**config.mk**
```make
export PLATFORM = sky130hd
export DESIGN_NAME = aperture_remap
export DESIGN_NICKNAME = d
export VERILOG_FILES = /design/src/rtl/ap_remap_pkg.sv /design/src/rtl/ap_shadow_regs.sv /design/src/rtl/ap_commit_ctrl.sv /design/src/rtl/ap_lookup.sv /design/src/rtl/aperture_remap.sv
export SDC_FILE = /design/constraint.sdc
export NUM_CORES = 1
export LEC_CHECK = 0
export ABC_AREA = 1
export BUFFER_PORTS_ARGS = -buffer_cell sky130_fd_sc_hd__buf_2
export CAP_MARGIN = 25
export CORE_ASPECT_RATIO = 1.25
export CORE_UTILIZATION = 53
export CTS_CLUSTER_SIZE = 20
export DETAILED_ROUTE_END_ITERATION = 8
export PLACE_DENSITY = 0.77
export SYNTH_ARGS = -nofsm -noshare
export SYNTH_HDL_FRONTEND = slang
export SYNTH_SLANG_ARGS = --single-unit
export TNS_END_PERCENT = 10
```
**constraint.sdc**
```tcl
create_clock -name clk -period 1.4 [get_ports clk]
set_input_delay 0.21 -clock clk [delete_from_list [all_inputs] [get_ports clk]]
set_output_delay 0.21 -clock clk [all_outputs]
set_load 0.1 [all_outputs]
```
**src/rtl/ap_remap_pkg.sv**
```systemverilog
package ap_remap_pkg;
  localparam int ADDR_W    = 32;
  localparam int NUM_AP    = 16;
  localparam int AP_IDX_W  = $clog2(NUM_AP);
  localparam int FLD_W     = 4;
  localparam int CFG_W     = 32;
  localparam int CFG_AW    = 5;
  localparam int PER_WORD  = CFG_W / FLD_W;
  localparam int TBL_WORDS = NUM_AP / PER_WORD;
  localparam int TBL_W     = NUM_AP * FLD_W;
  localparam int WIDX_W    = CFG_AW - 2;
  // word indices (byte offset / 4)
  localparam int SEL_WORD0 = 0;
  localparam int OFF_WORD0 = SEL_WORD0 + TBL_WORDS;
  localparam int UPD_WORD  = OFF_WORD0 + TBL_WORDS;
  localparam logic [FLD_W-1:0] SLV_NONE = '0;

  function automatic logic [AP_IDX_W-1:0] ap_index(input logic [ADDR_W-1:0] a);
    return a[ADDR_W-1 -: AP_IDX_W];
  endfunction

  function automatic logic [FLD_W-1:0] field_of(input logic [TBL_W-1:0] flat,
                                               input logic [AP_IDX_W-1:0] i);
    return flat[i*FLD_W +: FLD_W];
  endfunction

  function automatic logic [ADDR_W-1:0] remap_addr(input logic [FLD_W-1:0] ofs,
                                                  input logic [ADDR_W-1:0] a);
    return {ofs, a[ADDR_W-AP_IDX_W-1:0]};
  endfunction
endpackage

```
**src/rtl/ap_shadow_regs.sv**
```systemverilog
module ap_shadow_regs
  import ap_remap_pkg::*;
(
  input  logic              clk,
  input  logic              rst_n,
  input  logic              cfg_wr,
  input  logic [CFG_AW-1:0] cfg_addr,
  input  logic [CFG_W-1:0]  cfg_wdata,
  output logic [TBL_W-1:0]  sh_sel,
  output logic [TBL_W-1:0]  sh_off,
  output logic              upd_hit
);
  logic              aligned;
  logic [WIDX_W-1:0] widx;

  assign aligned = (cfg_addr[1:0] == 2'b00);
  assign widx    = cfg_addr[CFG_AW-1:2];
  assign upd_hit = cfg_wr && aligned && (widx == WIDX_W'(UPD_WORD)) && cfg_wdata[0];

  for (genvar r = 0; r < TBL_WORDS; r++) begin : g_word
    logic [CFG_W-1:0] sel_q, off_q;
    logic             sel_we, off_we;
    assign sel_we = cfg_wr && aligned && (widx == WIDX_W'(SEL_WORD0 + r));
    assign off_we = cfg_wr && aligned && (widx == WIDX_W'(OFF_WORD0 + r));
    always_ff @(posedge clk) begin
      if (!rst_n) begin
        sel_q <= '0;
        off_q <= '0;
      end else begin
        if (sel_we) sel_q <= cfg_wdata;
        if (off_we) off_q <= cfg_wdata;
      end
    end
    assign sh_sel[r*CFG_W +: CFG_W] = sel_q;
    assign sh_off[r*CFG_W +: CFG_W] = off_q;
  end
endmodule

```
**src/rtl/ap_commit_ctrl.sv**
```systemverilog
module ap_commit_ctrl
  import ap_remap_pkg::*;
(
  input  logic             clk,
  input  logic             rst_n,
  input  logic             upd_hit,
  input  logic             busy,
  input  logic [TBL_W-1:0] sh_sel,
  input  logic [TBL_W-1:0] sh_off,
  output logic [TBL_W-1:0] act_sel,
  output logic [TBL_W-1:0] act_off,
  output logic             commit_fire
);
  logic pend_q;
  logic commit_req;

  assign commit_req  = upd_hit | pend_q;
  assign commit_fire = commit_req & ~busy;

  always_ff @(posedge clk) begin
    if (!rst_n) begin
      pend_q  <= 1'b0;
      act_sel <= '0;
      act_off <= '0;
    end else begin
      pend_q <= commit_req & busy;
      if (commit_fire) begin
        act_sel <= sh_sel;
        act_off <= sh_off;
      end
    end
  end
endmodule

```
**src/rtl/ap_lookup.sv**
```systemverilog
module ap_lookup
  import ap_remap_pkg::*;
(
  input  logic              req_valid,
  input  logic [ADDR_W-1:0] req_addr,
  input  logic [TBL_W-1:0]  act_sel,
  input  logic [TBL_W-1:0]  act_off,
  output logic [FLD_W-1:0]  slv_sel,
  output logic [ADDR_W-1:0] out_addr,
  output logic              dec_err
);
  logic [AP_IDX_W-1:0] idx;

  always_comb begin
    idx      = ap_index(req_addr);
    slv_sel  = field_of(act_sel, idx);
    out_addr = remap_addr(field_of(act_off, idx), req_addr);
    dec_err  = req_valid && (slv_sel == SLV_NONE);
  end
endmodule

```
**src/rtl/aperture_remap.sv**
```systemverilog
module aperture_remap
  import ap_remap_pkg::*;
(
  input  logic              clk,
  input  logic              rst_n,
  input  logic              cfg_wr,
  input  logic [CFG_AW-1:0] cfg_addr,
  input  logic [CFG_W-1:0]  cfg_wdata,
  input  logic              req_valid,
  input  logic [ADDR_W-1:0] req_addr,
  output logic [FLD_W-1:0]  slv_sel,
  output logic [ADDR_W-1:0] out_addr,
  output logic              dec_err
);
  logic [TBL_W-1:0] sh_sel, sh_off;
  logic [TBL_W-1:0] act_sel, act_off;
  logic             upd_hit;
  logic             commit_fire;

  ap_shadow_regs u_shadow (
    .clk       (clk),
    .rst_n     (rst_n),
    .cfg_wr    (cfg_wr),
    .cfg_addr  (cfg_addr),
    .cfg_wdata (cfg_wdata),
    .sh_sel    (sh_sel),
    .sh_off    (sh_off),
    .upd_hit   (upd_hit)
  );

  ap_commit_ctrl u_commit (
    .clk         (clk),
    .rst_n       (rst_n),
    .upd_hit     (upd_hit),
    .busy        (req_valid),
    .sh_sel      (sh_sel),
    .sh_off      (sh_off),
    .act_sel     (act_sel),
    .act_off     (act_off),
    .commit_fire (commit_fire)
  );

  ap_lookup u_lookup (
    .req_valid (req_valid),
    .req_addr  (req_addr),
    .act_sel   (act_sel),
    .act_off   (act_off),
    .slv_sel   (slv_sel),
    .out_addr  (out_addr),
    .dec_err   (dec_err)
  );
endmodule

```
==> impl_metrics.tcl <==
set metrics [dict create \
    status "finished, violations left" \
    violations "negative setup slack" \
    internal-power_uw 11970 \
    fmaxAchievable_mhz 489.9 \
    switching_share_pct 24.02 \
    diodes 0 \
    setup.worst_path.start_class "flip-flop" \
    finalWeightedCongestion 0.8585 \
    tritoncts "yes" \
    area_growth_pct 17.94 \
    rsz0062_at_grt "true" \
    slowest_stage "dfxtp_2" \
    cts_setup_buffers 0 \
    row_count 56 \
    synth-seq-cells 257 \
    io_pins 110 \
    hold_class "input pin to flip-flop" \
    cellPowerDensity_nw_per_um2 1285 \
    final_cells 1695 \
    post-route-min-period_ns 2.041 \
    finalSetupViolations 9 \
    clk_latency_ns 0.53 \
    grt.overflow.total 0 \
    critPathArrivalTime_ns 1.83 \
    ys_seq_area_share_pct 49.48 \
    cts_num_sinks 257 \
    drive_above_1_share_pct 15.62 \
    route.detailed.vias_per_inst 5.484 \
    synth_most_common_cell "nor2_1" \
    final_core_util_pct 64.59 \
    ys_types 19 \
    drc 0 \
    worst_slack_ns -0.6411 \
    ys_async_sr_fraction_pct 0 \
    design_area_um2 12260 \
    synth_area_leaders "dfxtp_1 49%, o21ai_0 10%, nor2_1 9.3%" \
    path_cells "inv_2 -> nand2_1 -> o211ai_1 -> nand3_1 -> nand3_2 -> nand2_8 -> inv_4 -> nand2_4 -> nor2_4 -> buf_12" \
    tightest_slew_ns 0.6187 \
    yosys_warnings 0 \
    nFillCells 1622 \
    leakage_uw 0.004690 \
    yosysTopAreaCell "dfxtp_1" \
    coreArea_um2 18990 \
    grt_pass1_wl_um 43950 \
    firstDrtPassIters 7 \
    vias 9295 \
    dr.first_iter.drc_count 871 \
    start_util_pct 54.76 \
    max_stage_delay_ns 0.31 \
    syn_avg_cell_area_um2 7.422 \
    final_nets 1490 \
    wl_per_cell_um 16.35 \
    antenna_found_initial 0 \
    cts_buffer_depth 3 \
    clkPwrFrac_pct 44.0 \
    clock_skew_ns 0.01340 \
    p_switching_uw 3785 \
    criticalPathCategory "flip-flop to output pin" \
    syn_inst 1401 \
    max-cap-violations 0 \
    crit_required_ns 1.19 \
    synth_nets 1474 \
    synth_common_cells "259 x nor2_1, 257 x dfxtp_1, 214 x o21ai_0, 160 x a21oi_1, 113 x nand3_1" \
    hold_violations 0 \
    io_buffers 53 \
    placed_cell_area_um2 11230 \
    htreeDepth 1 \
    seqPwrFrac_pct 47.0 \
    die_h_um 158.6 \
    synthesis.area_um2 10400 \
    grt_pass1_vias 8463 \
    ys.flop_type "dfxtp_1" \
    synth_top_area_share_pct 49.48 \
    slew_violations 0 \
    end_kind "output pin" \
    dp_hpwl_um 18100 \
    cts-buffers-inserted 25 \
    die_w_um 127.3 \
    fp.dieArea_um2 20190 \
    combinationalPowerShare_pct 9.1 \
    wl_um 27710 \
    dp.cells 1642 \
    grt_usage_pct 27.76 \
    cp_max_fo 2 \
    grt_max_degree 181 \
    cts-root-buf "clkbuf_16" \
    place_ws_ns -0.3695 \
    fin_crit_sh_pct 145.8 \
    ant_nets 0 \
    ir_worst_vdd_uv 968.3 \
    relSlewSlack_pct 58.75 \
    path_clk_slew_ns 0.06 \
    synth_edf_count 0 \
]
metrics by stage:
stage | power, uW | setup TNS [ns] | hold slack [ns]
2_1_floorplan | 8804 | -1.247 | 0.3318
3_3_place_gp | 8901 | -13.75 | 0.4207
3_5_place_dp | 8921 | -18.14 | 0.4207
4_1_cts | 15790 | -4.422 | 0.003189
5_1_grt | 16230 | -4.996 | 0.01382
6_report | 15760 | -4.347 | 0.01042
area by class of cell:
class                           instances  area, um2  share of cell area [%]
Clock buffer                           34      709.4                   5.785
Multi-Input combinational cell        907       4377                   35.69
Clock inverter                         10      135.1                   1.102
Inverter                              102      394.1                   3.214
Tap cell                              261      326.6                   2.663
Timing Repair Buffer                  124       1165                   9.498
Sequential cell                       257       5157                   42.05
final timing paths:
kind	startpoint	end	slack, ns	cells past startpoint
hold / removal	cfg_wdata[17]	u_shadow.g_word[1].sel_q[17]$_SDFFE_PN0P_	0.01	3
setup reg to reg	u_commit.pend_q$_SDFF_PN0_	u_commit.act_sel[51]$_SDFFE_PN0P_	0.09	5
setup / recovery	u_commit.act_sel[37]$_SDFFE_PN0P_	dec_err	-0.64	10
hold reg to reg	u_commit.act_sel[35]$_SDFFE_PN0P_	u_commit.act_sel[35]$_SDFFE_PN0P_	0.45	2
cell families after synthesis:
family | Yosys count | synth area share, %
buffers and inverters | 237 | 10.82
AO/OA/AOI/OAI | 417 | 20.44
flip-flops | 257 | 49.48
AND/OR/NAND/NOR | 490 | 19.26
registers in the layout, summed over array words and instances (netlist names):
signal / flops
u_commit.act_sel: 64
u_shadow.g_word.off_q: 64
u_commit.act_off: 64
u_commit.pend_q: 1
u_shadow.g_word.sel_q: 64
critical path, delay by kind of cell, from the launching register on:
| family | cells | cell delay, ns |
|---|---|---|
| flip-flops | 1 | 0.31 |
| AND/OR/NAND/NOR | 6 | 0.61 |
| buffers and inverters | 3 | 0.30 |
| AO/OA/AOI/OAI | 1 | 0.08 |
layer usage:
metal	part of all wire [%]	GRT usage, %	vias to the layer above
met3	5.4	2.755	71
met5	0	0	-
met4	4.2	13.83	0
met2	48	47.41	295
li1	-	-	4594
met1	42	35.07	4335
timing repair:
item                       in CTS  in global routing
hold endpoints to repair        9                  0
gates resized for setup        16                 43
hold buffers                    9                  0
setup endpoints to repair       9                 16
pin swaps                      13                 22
cell usage in the layout, fill, tap and decap left out, types with 19 or more instances in the layout:
| cell type | netlist | layout |
|---|---|---|
| nor2_1 | 259 | 257 |
| dfxtp_1 | 257 | 247 |
| o21ai_0 | 214 | 198 |
| a21oi_1 | 160 | 157 |
| nand2_1 | 111 | 100 |
| nand3_1 | 113 | 92 |
| inv_1 | 99 | 81 |
| o21ai_1 | 32 | 48 |
| buf_4 | 28 | 47 |
| buf_2 | 14 | 43 |
| clkbuf_16 | 0 | 25 |
| buf_12 | 0 | 22 |
| nand3_2 | 0 | 19 |
power groups by stage:
stage               clock [uW]  combinational (uW)  sequential [uW]
floorplan                    0                1250             7560
global placement             0                1340             7560
detailed placement           0                1360             7560
CTS                       7000                1390             7400
global route              7300                1530             7400
finish                    6930                1430             7400
Power figures use the tool's default switching activity.
